--- src/rtl/cq_pkg.sv ---
package cq_pkg;
  localparam int CQ_ADDR_W  = 8;
  localparam int CQ_ADD_W   = 8;
  localparam int CQ_TAG_W   = 4;
  localparam int CQ_DEPTH   = 8;
  localparam int CQ_LOW_CAP = 2;

  typedef enum logic {
    SRC_UP = 1'b0,
    SRC_LO = 1'b1
  } src_e;
endpackage

--- src/rtl/cq_match.sv ---
module cq_match #(
  parameter int DEPTH  = 8,
  parameter int ADDR_W = 8,
  parameter int CNT_W  = $clog2(DEPTH + 1),
  parameter int IDX_W  = $clog2(DEPTH)
) (
  input  logic [DEPTH-1:0][ADDR_W-1:0] e_addr,
  input  logic [DEPTH-1:0]             e_src,
  input  logic [DEPTH-1:0]             e_comb,
  input  logic [CNT_W-1:0]             occ,
  input  logic [ADDR_W-1:0]            req_addr,
  input  logic                         req_src,
  output logic                         hit,
  output logic [IDX_W-1:0]             idx
);
  logic [DEPTH-1:0] elig;

  // slot 0 is the head and may never be a fold target
  assign elig[0] = 1'b0;

  generate
    for (genvar j = 1; j < DEPTH; j++) begin : g_cmp
      assign elig[j] = (occ > CNT_W'(j)) &&
                       (e_addr[j] == req_addr) &&
                       (e_src[j] == req_src) &&
                       !e_comb[j];
    end
  endgenerate

  // the oldest eligible slot wins
  always_comb begin
    hit = 1'b0;
    idx = '0;
    for (int j = DEPTH - 1; j >= 1; j--) begin
      if (elig[j]) begin
        hit = 1'b1;
        idx = IDX_W'(j);
      end
    end
  end
endmodule

--- src/rtl/cq_capacity.sv ---
module cq_capacity #(
  parameter int DEPTH    = 8,
  parameter int FULL_CAP = 8,
  parameter int LOW_CAP  = 2,
  parameter int CNT_W    = $clog2(DEPTH + 1)
) (
  input  logic [DEPTH-1:0] e_comb,
  input  logic [CNT_W-1:0] occ,
  input  logic             wb_full,
  input  logic             up_valid,
  output logic             up_ready,
  output logic             lo_ready
);
  logic [CNT_W-1:0] n_comb;
  logic             reduced;
  logic [CNT_W-1:0] cap;
  logic [CNT_W:0]   lo_need;

  always_comb begin
    n_comb = '0;
    for (int i = 0; i < DEPTH; i++) begin
      if (e_comb[i] && (occ > CNT_W'(i))) n_comb = n_comb + 1'b1;
    end
  end

  assign reduced  = (n_comb > CNT_W'(1));
  assign cap      = reduced ? CNT_W'(LOW_CAP) : CNT_W'(FULL_CAP);
  assign lo_need  = {1'b0, occ} + {{CNT_W{1'b0}}, up_valid};
  assign up_ready = !wb_full && (occ < cap);
  assign lo_ready = !wb_full && (lo_need < {1'b0, cap});
endmodule

--- src/rtl/cq_store.sv ---
module cq_store #(
  parameter int DEPTH  = 8,
  parameter int ADDR_W = 8,
  parameter int ADD_W  = 8,
  parameter int TAG_W  = 4,
  parameter int CNT_W  = $clog2(DEPTH + 1),
  parameter int IDX_W  = $clog2(DEPTH)
) (
  input  logic                         clk,
  input  logic                         rst_n,
  input  logic                         up_push,
  input  logic [ADDR_W-1:0]            up_addr,
  input  logic [ADD_W-1:0]             up_addend,
  input  logic [TAG_W-1:0]             up_tag,
  input  logic                         lo_push,
  input  logic [ADDR_W-1:0]            lo_addr,
  input  logic [ADD_W-1:0]             lo_addend,
  input  logic [TAG_W-1:0]             lo_tag,
  input  logic                         mg_en,
  input  logic [IDX_W-1:0]             mg_idx,
  input  logic [ADD_W-1:0]             mg_addend,
  input  logic [TAG_W-1:0]             mg_tag,
  input  logic                         pop,
  output logic [DEPTH-1:0][ADDR_W-1:0] e_addr,
  output logic [DEPTH-1:0][ADD_W-1:0]  e_addend,
  output logic [DEPTH-1:0][TAG_W-1:0]  e_tag,
  output logic [DEPTH-1:0]             e_src,
  output logic [DEPTH-1:0]             e_comb,
  output logic [CNT_W-1:0]             occ
);
  import cq_pkg::*;

  logic [DEPTH-1:0][ADDR_W-1:0] n_addr;
  logic [DEPTH-1:0][ADD_W-1:0]  n_addend;
  logic [DEPTH-1:0][TAG_W-1:0]  n_tag;
  logic [DEPTH-1:0]             n_src;
  logic [DEPTH-1:0]             n_comb;
  logic [CNT_W-1:0]             n_occ;
  logic [CNT_W-1:0]             up_slot;
  logic [CNT_W-1:0]             lo_slot;

  always_comb begin
    n_addr   = e_addr;
    n_addend = e_addend;
    n_tag    = e_tag;
    n_src    = e_src;
    n_comb   = e_comb;

    // fold first, on pre-pop slot numbering
    if (mg_en) begin
      n_addend[mg_idx] = e_addend[mg_idx] + mg_addend;
      n_tag[mg_idx]    = mg_tag;
      n_comb[mg_idx]   = 1'b1;
    end

    // head departs: everything moves one slot forward
    if (pop) begin
      for (int i = 0; i < DEPTH - 1; i++) begin
        n_addr[i]   = n_addr[i+1];
        n_addend[i] = n_addend[i+1];
        n_tag[i]    = n_tag[i+1];
        n_src[i]    = n_src[i+1];
        n_comb[i]   = n_comb[i+1];
      end
      n_comb[DEPTH-1] = 1'b0;
    end

    up_slot = occ - CNT_W'(pop);
    lo_slot = up_slot + CNT_W'(up_push);

    for (int i = 0; i < DEPTH; i++) begin
      if (up_push && (CNT_W'(i) == up_slot)) begin
        n_addr[i]   = up_addr;
        n_addend[i] = up_addend;
        n_tag[i]    = up_tag;
        n_src[i]    = SRC_UP;
        n_comb[i]   = 1'b0;
      end
      if (lo_push && (CNT_W'(i) == lo_slot)) begin
        n_addr[i]   = lo_addr;
        n_addend[i] = lo_addend;
        n_tag[i]    = lo_tag;
        n_src[i]    = SRC_LO;
        n_comb[i]   = 1'b0;
      end
    end

    n_occ = lo_slot + CNT_W'(lo_push);
  end

  always_ff @(posedge clk) begin
    if (!rst_n) begin
      e_addr   <= '0;
      e_addend <= '0;
      e_tag    <= '0;
      e_src    <= '0;
      e_comb   <= '0;
      occ      <= '0;
    end else begin
      e_addr   <= n_addr;
      e_addend <= n_addend;
      e_tag    <= n_tag;
      e_src    <= n_src;
      e_comb   <= n_comb;
      occ      <= n_occ;
    end
  end
endmodule

--- src/rtl/fa_combine_queue.sv ---
module fa_combine_queue #(
  parameter int ADDR_W  = cq_pkg::CQ_ADDR_W,
  parameter int ADD_W   = cq_pkg::CQ_ADD_W,
  parameter int TAG_W   = cq_pkg::CQ_TAG_W,
  parameter int DEPTH   = cq_pkg::CQ_DEPTH,
  parameter int LOW_CAP = cq_pkg::CQ_LOW_CAP
) (
  input  logic              clk,
  input  logic              rst_n,
  input  logic              up_valid,
  output logic              up_ready,
  input  logic [ADDR_W-1:0] up_addr,
  input  logic [ADD_W-1:0]  up_addend,
  input  logic [TAG_W-1:0]  up_tag,
  input  logic              lo_valid,
  output logic              lo_ready,
  input  logic [ADDR_W-1:0] lo_addr,
  input  logic [ADD_W-1:0]  lo_addend,
  input  logic [TAG_W-1:0]  lo_tag,
  output logic              mem_valid,
  input  logic              mem_ready,
  output logic [ADDR_W-1:0] mem_addr,
  output logic [ADD_W-1:0]  mem_addend,
  output logic [TAG_W-1:0]  mem_tag,
  output logic              mem_combined,
  input  logic              wb_full,
  output logic              wr_valid,
  output logic [TAG_W-1:0]  wr_tag,
  output logic [TAG_W-1:0]  wr_first_tag,
  output logic [TAG_W-1:0]  wr_second_tag,
  output logic [ADD_W-1:0]  wr_first_addend
);
  import cq_pkg::*;

  localparam int CNT_W = $clog2(DEPTH + 1);
  localparam int IDX_W = $clog2(DEPTH);

  logic [DEPTH-1:0][ADDR_W-1:0] e_addr;
  logic [DEPTH-1:0][ADD_W-1:0]  e_addend;
  logic [DEPTH-1:0][TAG_W-1:0]  e_tag;
  logic [DEPTH-1:0]             e_src;
  logic [DEPTH-1:0]             e_comb;
  logic [CNT_W-1:0]             occ;

  logic             acc_up, acc_lo;
  logic             hit_up, hit_lo;
  logic [IDX_W-1:0] idx_up, idx_lo;
  logic             mg_up, mg_lo, mg_any;
  logic [IDX_W-1:0] mg_idx;
  logic [ADD_W-1:0] mg_addend;
  logic [TAG_W-1:0] mg_second;
  logic [TAG_W-1:0] fresh_tag;
  logic             pop;

  cq_capacity #(
    .DEPTH(DEPTH), .FULL_CAP(DEPTH), .LOW_CAP(LOW_CAP), .CNT_W(CNT_W)
  ) u_cap (
    .e_comb(e_comb), .occ(occ), .wb_full(wb_full), .up_valid(up_valid),
    .up_ready(up_ready), .lo_ready(lo_ready)
  );

  cq_match #(
    .DEPTH(DEPTH), .ADDR_W(ADDR_W), .CNT_W(CNT_W), .IDX_W(IDX_W)
  ) u_match_up (
    .e_addr(e_addr), .e_src(e_src), .e_comb(e_comb), .occ(occ),
    .req_addr(up_addr), .req_src(SRC_UP), .hit(hit_up), .idx(idx_up)
  );

  cq_match #(
    .DEPTH(DEPTH), .ADDR_W(ADDR_W), .CNT_W(CNT_W), .IDX_W(IDX_W)
  ) u_match_lo (
    .e_addr(e_addr), .e_src(e_src), .e_comb(e_comb), .occ(occ),
    .req_addr(lo_addr), .req_src(SRC_LO), .hit(hit_lo), .idx(idx_lo)
  );

  assign acc_up = up_valid && up_ready;
  assign acc_lo = lo_valid && lo_ready;
  // one fold per cycle, upper port takes precedence
  assign mg_up  = acc_up && hit_up && !wb_full;
  assign mg_lo  = acc_lo && hit_lo && !wb_full && !mg_up;
  assign mg_any = mg_up || mg_lo;

  assign mg_idx    = mg_up ? idx_up    : idx_lo;
  assign mg_addend = mg_up ? up_addend : lo_addend;
  assign mg_second = mg_up ? up_tag    : lo_tag;

  assign pop = mem_ready && (occ != '0);

  cq_store #(
    .DEPTH(DEPTH), .ADDR_W(ADDR_W), .ADD_W(ADD_W), .TAG_W(TAG_W),
    .CNT_W(CNT_W), .IDX_W(IDX_W)
  ) u_store (
    .clk(clk), .rst_n(rst_n),
    .up_push(acc_up && !mg_up), .up_addr(up_addr), .up_addend(up_addend), .up_tag(up_tag),
    .lo_push(acc_lo && !mg_lo), .lo_addr(lo_addr), .lo_addend(lo_addend), .lo_tag(lo_tag),
    .mg_en(mg_any), .mg_idx(mg_idx), .mg_addend(mg_addend), .mg_tag(fresh_tag),
    .pop(pop),
    .e_addr(e_addr), .e_addend(e_addend), .e_tag(e_tag), .e_src(e_src),
    .e_comb(e_comb), .occ(occ)
  );

  assign mem_valid    = (occ != '0);
  assign mem_addr     = e_addr[0];
  assign mem_addend   = e_addend[0];
  assign mem_tag      = e_tag[0];
  assign mem_combined = e_comb[0];

  always_ff @(posedge clk) begin
    if (!rst_n) begin
      fresh_tag       <= '0;
      wr_valid        <= 1'b0;
      wr_tag          <= '0;
      wr_first_tag    <= '0;
      wr_second_tag   <= '0;
      wr_first_addend <= '0;
    end else begin
      wr_valid <= mg_any;
      if (mg_any) begin
        fresh_tag       <= fresh_tag + 1'b1;
        wr_tag          <= fresh_tag;
        wr_first_tag    <= e_tag[mg_idx];
        wr_second_tag   <= mg_second;
        wr_first_addend <= e_addend[mg_idx];
      end
    end
  end
endmodule

--- config.mk ---
export PLATFORM = sky130hd
export DESIGN_NAME = fa_combine_queue
export DESIGN_NICKNAME = d
export VERILOG_FILES = /design/src/rtl/cq_pkg.sv /design/src/rtl/cq_match.sv /design/src/rtl/cq_capacity.sv /design/src/rtl/cq_store.sv /design/src/rtl/fa_combine_queue.sv
export SDC_FILE = /design/constraint.sdc
export NUM_CORES = 1
export LEC_CHECK = 0
export ABC_AREA = 1
export BUFFER_PORTS_ARGS = -buffer_cell sky130_fd_sc_hd__buf_2
export CAP_MARGIN = 30
export CORE_MARGIN = 2
export CORE_UTILIZATION = 35
export DETAILED_ROUTE_END_ITERATION = 8
export PLACE_DENSITY = 0.61
export SLEW_MARGIN = 20
export SYNTH_ARGS = -nofsm -noshare
export SYNTH_HDL_FRONTEND = slang
export SYNTH_SLANG_ARGS = --single-unit
--- constraint.sdc ---
create_clock -name clk -period 7.3 [get_ports clk]
set_input_delay 1.095 -clock clk [delete_from_list [all_inputs] [get_ports clk]]
set_output_delay 1.095 -clock clk [all_outputs]
set_load 0.02 [all_outputs]
==> metrics.txt <==
iteration count of the initial detailed-routing pass 6; CP Class reg2reg; Worst-Skew Late Latency 600 ps; Die Height 223 um; layout cells sized above 1 13.5%; Avg WL per Cell 23.6 um; Internal Power 3270 uW; maximum vdd drop 0.000178 V; sw power 3350 uW; post-synthesis instance area 16800 um2; final wirelength 83900 um; Clock Power Share 21.8%; vias 21100; via/cell ratio 5.93; Finished Cell Area 19400 um2; DIE AREA 49800 um2; status completed; CTS Buffer Depth 3; hold crit path type reg2reg; most frequent cells in the layout nand2_1, nor2_1, inv_1, o21ai_0, dfxtp_1; max capacitance violation total 0; post-synthesis sequential area ratio 24.3%; RSZ-0062 raised after global routing true; worst setup slack after layout 430 ps; final global-route overflow total 0; initial antenna violation count 0; synthesis-stage register bit count 204; GP Congestion 1.01; # rows 80; sequential power share 25.4%; clock-pin slew on the worst setup and hold paths 60 ps; Critical Path RT 7790 ps; power per cell area 342 nW/um2; DP Wirelength 59800 um; Slew HR 31.3%; core area 47500 um2; Worst Setup End Kind flip-flop; PortBufs 90; crit path DAT 7360 ps; htree depth 1; Critical Path Fanout Max 6; clock skew 30.5 ps; Initial Utilization 35.4%; Synth Instances 2831; number of buffers created by CTS 28; DP Worst Slack -66.0 ps; Synth Flop Type dfxtp_1; vias in the first global route 19500; die width 223 um; final period utilization 94.1%; antenna viol nets, final 0; startpoint class of the critical path flip-flop; Post-synth EDFFs 0; Fillers 5084; setup violators final 0; Switching Fraction 50.6%; Gate power share 52.8%; Placement Cell Area 18100 um2; Ys Warns 0; hold_ws 463 ps; Final Power 6620 uW; largest net degree at the start of global routing 75; # nets final 2986; Slew @ Worst Pin 1030 ps; placed cells 3490; first-pass GRT wire length 122000 um; leakage 0.00916 uW; Hold Fails Final Rpt 0; DRC Markers 0; clock sinks 204; syn nets 2902; commonest non-fill, non-tap cell in the layout nand2_1; Area Overhead vs Synth 15.1%; Mean Syn Cell Area 5.94 um2; Root Driver clkbuf_16; Slew Limit Fails 0; Post-synth ARST share 0%; Iteration-0 DRC Markers 2790; Netlist cell types 60; I/O pins 91; Non-Filler Instances 3553; Peak Freq 146 MHz; Critical Path Max Stage Delay 420 ps; post-route minimum period 6870 ps; slowest stage cell, crit path fa_2; GRT Total Usage 32.5%; TritonCTS clock tree built
==> per-stage QoR <==
step | util, % | TNS (ps)
floorplan | - | 0
detailed placement | 38.1 | -104
CTS | 40.1 | 0
finish | 40.7 | 0
global placement | 38.1 | 0
global route | 40.7 | -896
==> worst paths after layout <==
path	start	slack, ps	end	depth (start not counted)
worst max-delay path	u_store.occ[1]$_SDFF_PN0_	430	u_store.e_addend[22]$_SDFF_PN0_	54
worst min-delay path	wr_tag[1]$_SDFFE_PN0N_	460	wr_tag[1]$_SDFFE_PN0N_	2
worst max register to register	u_store.occ[1]$_SDFF_PN0_	430	u_store.e_addend[22]$_SDFF_PN0_	54
worst min register to register	wr_tag[1]$_SDFFE_PN0N_	460	wr_tag[1]$_SDFFE_PN0N_	2
==> cells by family after synthesis <==
family | count (synthesis) | synth area share (%)
AOI/OAI and AO/OA | 684 | 23.6
xor gates and xnor gates | 42 | 2.19
and+or+nand+nor | 1337 | 34.8
buffers and inverters | 539 | 13.2
adders and majority gates | 25 | 1.91
DFF | 204 | 24.3
==> state kept, by name, summed over array words and instances, names as in the netlist <==
register / cells
fresh_tag: 4
u_store.e_addend: 64
u_store.e_addr: 64
u_store.e_comb: 8
u_store.e_src: 7
u_store.e_tag: 32
u_store.occ: 4
wr_first_addend: 8
wr_first_tag: 4
wr_second_tag: 4
wr_tag: 4
wr_valid: 1
==> layout make-up <==
type / instances / area, um2 / share of cell area, %
multi-input combinational: 2088 / 10700 / 55.4
sequential: 204 / 4090 / 21.2
timing repair buffer: 208 / 1390 / 7.19
inverter: 385 / 1450 / 7.48
clock inverter: 11 / 128 / 0.659
tap: 615 / 769 / 3.98
antenna: 1 / 2.50 / 0.0129
clock buffer: 41 / 800 / 4.13
==> cell usage after synthesis (35+ instances only) <==
master    instances  area [um2]
nor2_1          431        1620
o22ai_1          50         313
dfxtp_1         204        4080
nor3_1           51         255
clkbuf_1         67         251
nand2_1         590        2210
nand3_1          80         400
a31oi_1          35         219
o21ai_1          97         485
buf_2            43         215
nor4_1           48         300
inv_1           356        1340
nand4_1          56         350
a21oi_1         116         581
o21ai_0         255        1280
==> power groups by stage <==
stage                     Combinational, uW  Clock, uW  Sequential [uW]
after CTS                              3240       1440             1660
after floorplan                        2220          0             1570
final                                  3490       1450             1680
after detailed placement               3230          0             1680
after global routing                   3740       1480             1700
after global placement                 3200          0             1680
==> worst max-delay path, delay by kind of cell, from the launching register on <==
| family | cells | cell delay (ps) |
|---|---|---|
| AOI/OAI and AO/OA | 12 | 1630 |
| buffers and inverters | 12 | 890 |
| DFF | 1 | 380 |
| and+or+nand+nor | 23 | 1970 |
| adders and majority gates | 6 | 1720 |
| xor gates and xnor gates | 1 | 160 |
==> per-layer routing <==
layer  wire (um)  track usage, %
met5          42               0
met4        4440            15.7
met3       10600            8.07
met2       35300            49.7
met1       33600            42.5
==> repair_timing <==
item                                    CTS  global route
pin swaps                                 0            30
endpoints found under the setup margin    8           102
gates resized for setup                   2            71
hold buffers                              0             0
hold endpoints to repair                  0             0
setup buffers                             0            10
(Power assumes the default switching activity.)
